### src/rtl/snippet_reporter_pkg.sv
package snippet_reporter_pkg;

    typedef enum logic [2:0] {
        ST_IDLE,  // channel released, waiting for a frame start
        ST_SNIP,  // copying leading packet bits
        ST_WAIT,  // snippet complete, waiting for frame end
        ST_STAT,  // shifting status word
        ST_HOLD,  // status done, dropped frame still running
        ST_SKIP   // ignoring the rest of this frame
    } rpt_state_e;

endpackage

### src/rtl/sr_frame_edge.sv
module sr_frame_edge (
    input  logic clk,
    input  logic rst_n,
    input  logic frame,
    output logic sof,
    output logic eof
);
    logic frame_q;

    always_ff @(posedge clk or negedge rst_n) begin
        if (!rst_n) frame_q <= 1'b0;
        else        frame_q <= frame;
    end

    assign sof = frame & ~frame_q;
    assign eof = ~frame & frame_q;
endmodule

### src/rtl/sr_counter.sv
module sr_counter #(
    parameter int W = 8
) (
    input  logic         clk,
    input  logic         rst_n,
    input  logic         clr,
    input  logic         inc,
    output logic [W-1:0] cnt
);
    logic [W-1:0] cnt_d, cnt_q;

    always_comb begin
        cnt_d = (clr ? '0 : cnt_q) + (inc ? W'(1) : W'(0));
    end

    always_ff @(posedge clk or negedge rst_n) begin
        if (!rst_n) cnt_q <= '0;
        else        cnt_q <= cnt_d;
    end

    assign cnt = cnt_q;

    // the copy and status counters never wrap around
    p_no_wrap_r2: assert property (@(posedge clk) disable iff (!rst_n)
        (inc && !clr) |-> (cnt_q != '1));
endmodule

### src/rtl/snippet_reporter.sv
module snippet_reporter
    import snippet_reporter_pkg::*;
#(
    parameter int LEN_W  = 8,
    parameter int STAT_W = 16
) (
    input  logic              clk,
    input  logic              rst_n,
    input  logic              rx_frame,
    input  logic              rx_bit,
    input  logic              rx_col,
    input  logic [LEN_W-1:0]  snip_len,
    input  logic [STAT_W-1:0] stat_word,
    input  logic              busy_in_n,
    output logic              rpt_data,
    output logic              rpt_ck_en,
    output logic              busy_out_n,
    output logic              drive_n
);
    localparam int SCW = $clog2(STAT_W + 1);

    typedef struct packed {
        rpt_state_e        st;
        logic [LEN_W-1:0]  len;
        logic [STAT_W-1:0] sh;
        logic              data;
        logic              ck;
        logic              drv;
        logic              bsy;
    } rpt_reg_t;

    rpt_reg_t r_d, r_q;

    logic             sof, eof;
    logic             sn_clr, sn_inc, st_clr, st_inc;
    logic [LEN_W-1:0] sn_cnt;
    logic [SCW-1:0]   st_cnt;

    sr_frame_edge u_edge (
        .clk   (clk),
        .rst_n (rst_n),
        .frame (rx_frame),
        .sof   (sof),
        .eof   (eof)
    );

    sr_counter #(.W(LEN_W)) u_snip_cnt (
        .clk   (clk),
        .rst_n (rst_n),
        .clr   (sn_clr),
        .inc   (sn_inc),
        .cnt   (sn_cnt)
    );

    sr_counter #(.W(SCW)) u_stat_cnt (
        .clk   (clk),
        .rst_n (rst_n),
        .clr   (st_clr),
        .inc   (st_inc),
        .cnt   (st_cnt)
    );

    always_comb begin
        r_d    = r_q;
        r_d.data = 1'b0;
        r_d.ck   = 1'b0;
        r_d.drv  = 1'b0;
        r_d.bsy  = 1'b0;
        sn_clr = 1'b0;
        sn_inc = 1'b0;
        st_clr = 1'b0;
        st_inc = 1'b0;

        unique case (r_q.st)
            ST_IDLE: begin
                if (sof) begin
                    if (!busy_in_n || rx_col) begin
                        r_d.st = ST_SKIP;
                    end else begin
                        r_d.len = snip_len;
                        r_d.drv = 1'b1;
                        r_d.bsy = 1'b1;
                        if (snip_len == '0) begin
                            r_d.st = ST_WAIT;
                        end else begin
                            r_d.data = rx_bit;
                            r_d.ck   = 1'b1;
                            sn_clr   = 1'b1;
                            sn_inc   = 1'b1;
                            r_d.st   = (snip_len == LEN_W'(1)) ? ST_WAIT : ST_SNIP;
                        end
                    end
                end
            end

            ST_SNIP, ST_WAIT: begin
                if (rx_col) begin
                    r_d.st = rx_frame ? ST_SKIP : ST_IDLE;
                end else if (eof) begin
                    r_d.data = stat_word[STAT_W-1];
                    r_d.ck   = 1'b1;
                    r_d.drv  = 1'b1;
                    r_d.bsy  = 1'b1;
                    r_d.sh   = stat_word << 1;
                    st_clr   = 1'b1;
                    st_inc   = 1'b1;
                    r_d.st   = ST_STAT;
                end else begin
                    r_d.drv = 1'b1;
                    r_d.bsy = 1'b1;
                    if (r_q.st == ST_SNIP) begin
                        r_d.data = rx_bit;
                        r_d.ck   = 1'b1;
                        sn_inc   = 1'b1;
                        if ((sn_cnt + LEN_W'(1)) == r_q.len) r_d.st = ST_WAIT;
                    end
                end
            end

            ST_STAT: begin
                r_d.data = r_q.sh[STAT_W-1];
                r_d.ck   = 1'b1;
                r_d.drv  = 1'b1;
                r_d.bsy  = 1'b1;
                r_d.sh   = r_q.sh << 1;
                st_inc   = 1'b1;
                if (st_cnt == SCW'(STAT_W - 1)) begin
                    r_d.st = rx_frame ? ST_HOLD : ST_IDLE;
                end
            end

            ST_HOLD: begin
                if (rx_frame) r_d.bsy = 1'b1;
                else          r_d.st  = ST_IDLE;
            end

            ST_SKIP: begin
                if (!rx_frame) r_d.st = ST_IDLE;
            end

            default: r_d.st = ST_IDLE;
        endcase
    end

    always_ff @(posedge clk or negedge rst_n) begin
        if (!rst_n) begin
            r_q    <= '0;
            r_q.st <= ST_IDLE;
        end else begin
            r_q <= r_d;
        end
    end

    assign rpt_data   = r_q.data;
    assign rpt_ck_en  = r_q.ck;
    assign drive_n    = ~r_q.drv;
    assign busy_out_n = ~r_q.bsy;

    // the data line is driven only while the channel is owned
    p_drive_busy_r9: assert property (@(posedge clk) disable iff (!rst_n)
        !drive_n |-> !busy_out_n);

    // an undriven line is quiet
    p_quiet_r9: assert property (@(posedge clk) disable iff (!rst_n)
        drive_n |-> (!rpt_data && !rpt_ck_en));

    // a collision while copying or waiting releases the channel
    p_col_abort_r7: assert property (@(posedge clk) disable iff (!rst_n)
        (rx_col && (r_q.st == ST_SNIP || r_q.st == ST_WAIT)) |=> (drive_n && busy_out_n));

    // a frame that starts while the channel is busy is not reported
    p_skip_busy_r6: assert property (@(posedge clk) disable iff (!rst_n)
        (r_q.st == ST_IDLE && sof && !busy_in_n) |=> (drive_n && busy_out_n));

    // a frame open at the last status bit keeps the channel owned
    p_drop_hold_r8: assert property (@(posedge clk) disable iff (!rst_n)
        (r_q.st == ST_STAT && st_cnt == SCW'(STAT_W - 1) && rx_frame) |=> (!busy_out_n && !drive_n));

    // the status counter stays within the word length
    p_stat_len_r4: assert property (@(posedge clk) disable iff (!rst_n)
        st_cnt <= SCW'(STAT_W));
endmodule

### config.mk
export PLATFORM = sky130hd
export DESIGN_NAME = snippet_reporter
export DESIGN_NICKNAME = d
export VERILOG_FILES = /design/src/rtl/snippet_reporter_pkg.sv /design/src/rtl/sr_frame_edge.sv /design/src/rtl/sr_counter.sv /design/src/rtl/snippet_reporter.sv
export SDC_FILE = /design/constraint.sdc
export NUM_CORES = 1
export LEC_CHECK = 0
export ABC_AREA = 0
export BUFFER_PORTS_ARGS = -buffer_cell sky130_fd_sc_hd__buf_2
export CORE_ASPECT_RATIO = 0.5
export CORE_MARGIN = 5
export CORE_UTILIZATION = 50
export CTS_CLUSTER_SIZE = 28
export DETAILED_ROUTE_END_ITERATION = 8
export GPL_ROUTABILITY_DRIVEN = 0
export PLACE_DENSITY = 0.86
export SYNTH_ARGS = -nofsm -noshare
export SYNTH_HDL_FRONTEND = slang
export SYNTH_SLANG_ARGS = --single-unit
### constraint.sdc
create_clock -name clk -period 2.3 [get_ports clk]
set_clock_uncertainty 0.1 [all_clocks]
set_input_delay 0.345 -clock clk [delete_from_list [all_inputs] [get_ports clk]]
set_output_delay 0.345 -clock clk [all_outputs]
set_load 0.02 [all_outputs]
==> impl_metrics.csv <==
group,metric,value,unit
cts,cts_hold_buf,0,
timing,finalSetupViolCount,2,
cts,root_buffer,"clkbuf_8",
final_layout,area.growth.synth_to_final,23.9,%
global_route,gr-total-overflow,0,
power,powerDensity,1030,nW/µm²
critical_path,r2r-end,"u_snip_cnt.cnt[6]$_DFF_PN0_",
synthesis,syn-mean-instance-area,9.85,µm²
critical_path,endpoint,"u_snip_cnt.cnt[6]$_DFF_PN0_",
floorplan,start_util,0.529,
synthesis,seq_area_frac_synth,0.462,
cts,clock_sinks,44,
timing,period_share,1.01,
placed_design,dp.cells,349,
floorplan,dieArea,6330,µm²
timing,hold-worst-slack,-0.0113,ns
drt,drt-initial-drc-count,123,
min_path,hold_path_class,"input pin to asynchronous set/reset pin",
timing,fin_crit,2.32,ns
critical_path,r2r_start,"r_q[29]$_DFFE_PN0P_",
drt,drcViolationCount,0,
synthesis,synthFlopType,"dfrtp_1",
global_route,grt_pass1_vias,2087,
job,maxCapViolations,0,
outcome,outcome,"finished with violations",
cts,clk_latency,0.32,ns
outcome,violations,"negative hold slack, negative setup slack",
synthesis,ys_types,54,
critical_path,worstPathArrival,2.43,ns
cts,clk_pin_slew_worst_paths,0.09,ns
timing,fmax,431,MHz
critical_path,start_kind,"flop",
final_layout,final_cell_mix,"44 x dfrtp_1, 40 x nand2_1, 33 x buf_2",
final_layout,antenna_cells,0,
global_route,grt_first_pass_wirelength,9780,µm
synthesis,syn_nets,277,
drt,dr_total_vias,2064,
drt,routed_via_density,5.70,
final_layout,nets,330,
critical_path,critPathCaptureType,"flop",
critical_path,cp.required,2.41,ns
timing,layout_setup_ws,-0.0196,ns
placed_design,postPlaceCellArea,2770,µm²
floorplan,dieWidth,108,µm
floorplan,core,4510,µm²
cts,cts_buffers,5,
power,finalPower,0.00304,W
synthesis,syn_inst,242,
timing,hold_viol_final,15,
synthesis,synth_edf_count,0,
timing,max-slew-margin-rel,0.493,
cts,htree_levels,2,
critical_path,r2r_cells,9,
cts,cts_tree,"done",
timing,rsz0062_at_grt,"true",
critical_path,critPathMaxFanout,4,
final_layout,final_area,2950,µm²
timing,drv_slew,0,
critical_path,r2r_slack,-0.02,ns
drt,drtPass1Iterations,4,
drt,routedWlPerCell,15.7,µm
floorplan,die_y,58.8,µm
power,power.leakage,1.36,nW
critical_path,crit_type,"flop to flop",
global_route,grt_max_degree,36,
floorplan,row_count,17,
synthesis,async_reset_ff_frac,1.00,
drt,routed_wl,5700,µm
placed_design,dp.final_hpwl,4110,µm
global_route,track_usage,0.196,
final_layout,final_common_cell,"dfrtp_1",
placed_design,port_buffers,33,
timing,fin_setup_tns,-0.0295,ns
global_route,antenna_found_initial,0,
drt,postRouteAntennaNets,0,
floorplan,ios,34,
timing,tightest_slew,0.760,ns
synthesis,syn-cell-area,2380,µm²
synthesis,ys_ff_latch,44,
critical_path,cp-startpoint,"r_q[29]$_DFFE_PN0P_",
final_layout,instances_no_fill,362,
power,peakVddDrop,0.512,mV
cts,cts.path.max_buffers,2,
final_layout,drive_above_1_share,0.314,
synthesis,yosysWarnings,0,
## critical path, cell delays in order, from the launching register on
cell     delay [ns]
dfrtp_1        0.43
or4b_4         0.57
nor3_4         0.25
o21a_4         0.20
nor2_4         0.05
ha_4           0.17
ha_4           0.16
nand4_1        0.08
xor2_1         0.16
nor2_1         0.05
## flip-flops by register name, indices dropped and copies added (netlist names)
register        flops
r_q                28
rpt_ck_en           1
rpt_data            1
u_edge.frame_q      1
u_snip_cnt.cnt      8
u_stat_cnt.cnt      5
## cell families after synthesis
| logic type | share of synthesized area |
|---|---|
| AOI/OAI and AO/OA | 0.166 |
| xor gates and xnor gates | 0.0588 |
| and+or+nand+nor | 0.212 |
| DFF | 0.462 |
| adders and majority gates | 0.0262 |
| muxes | 0.0420 |
| buffers and inverters | 0.0331 |
## cell usage after synthesis, types with 2 or more instances
library cell	count	area, µm²
xnor2_1	8	70.1
ha_1	5	62.6
clkbuf_1	6	22.5
nor3b_1	2	15.0
xor2_1	8	70.1
a22oi_1	16	120
nand3_1	3	15.0
and2_1	2	12.5
nor2_1	16	60.1
nand4_1	3	18.8
nand2b_1	8	50.1
dfrtp_1	44	1100
a21o_1	2	15.0
buf_2	3	15.0
nor2b_1	4	25.0
nor3_1	3	15.0
o21a_1	3	22.5
a21oi_1	6	30.0
nand2_1	41	154
o21ai_0	9	45.0
nor4_1	3	18.8
o221ai_1	2	17.5
inv_1	6	22.5
a31oi_1	3	18.8
mux2_2	7	78.8
## metal layers
layer / vias up / track usage / wire length, µm
li1: 967 / - / -
met2: 68 / 0.347 / 2880
met1: 1011 / 0.232 / 2430
met4: 0 / 0.0953 / 167
met3: 18 / 0.0394 / 222
met5: - / 0 / 0
## cell type report
class / instances / area (µm²)
clock buffers: 5 / 68.8
inverters: 6 / 22.5
flip-flops and latches: 44 / 1100
repair buffers: 57 / 349
multi-input cells: 181 / 1310
well taps: 66 / 82.6
clock inverters: 3 / 23.8
fillers: 349 / 1560
## through the flow
| step | hold WS (ns) | utilization | worst slack, ns |
|---|---|---|---|
| 2_1_floorplan | -0.0506 | - | -0.0105 |
| 4_1_cts | 0.0144 | 0.641 | 0.00172 |
| 3_5_place_dp | 0.358 | 0.613 | -0.180 |
| 6_report | -0.0113 | 0.655 | -0.0196 |
| 5_1_grt | 0.0603 | 0.655 | -0.132 |
| 3_3_place_gp | 0.356 | 0.613 | -0.116 |
## repair_timing
action / 4_1_cts / 5_1_grt
setup buffers: 2 / 3
pin swaps: 1 / 5
endpoints found under the setup margin: 4 / 7
gates resized for setup: 4 / 7
## where the power goes
part           internal [W]  leakage, nW  switching [W]
Clock              0.000215       0.0404       0.000293
Sequential          0.00107        0.564       0.000249
Combinational      0.000561        0.760       0.000653
Total               0.00184         1.36        0.00119
## worst min path at each step
stage          start                           to
2_1_floorplan  rst_n             r_q[0]$_DFF_PN0_
6_report       rst_n  u_stat_cnt.cnt[0]$_DFF_PN0_
3_3_place_gp   rst_n  u_stat_cnt.cnt[2]$_DFF_PN0_
5_1_grt        rst_n  u_stat_cnt.cnt[0]$_DFF_PN0_
4_1_cts        rst_n  u_stat_cnt.cnt[0]$_DFF_PN0_
3_5_place_dp   rst_n  u_stat_cnt.cnt[3]$_DFF_PN0_
Power figures use the tool's default switching activity.
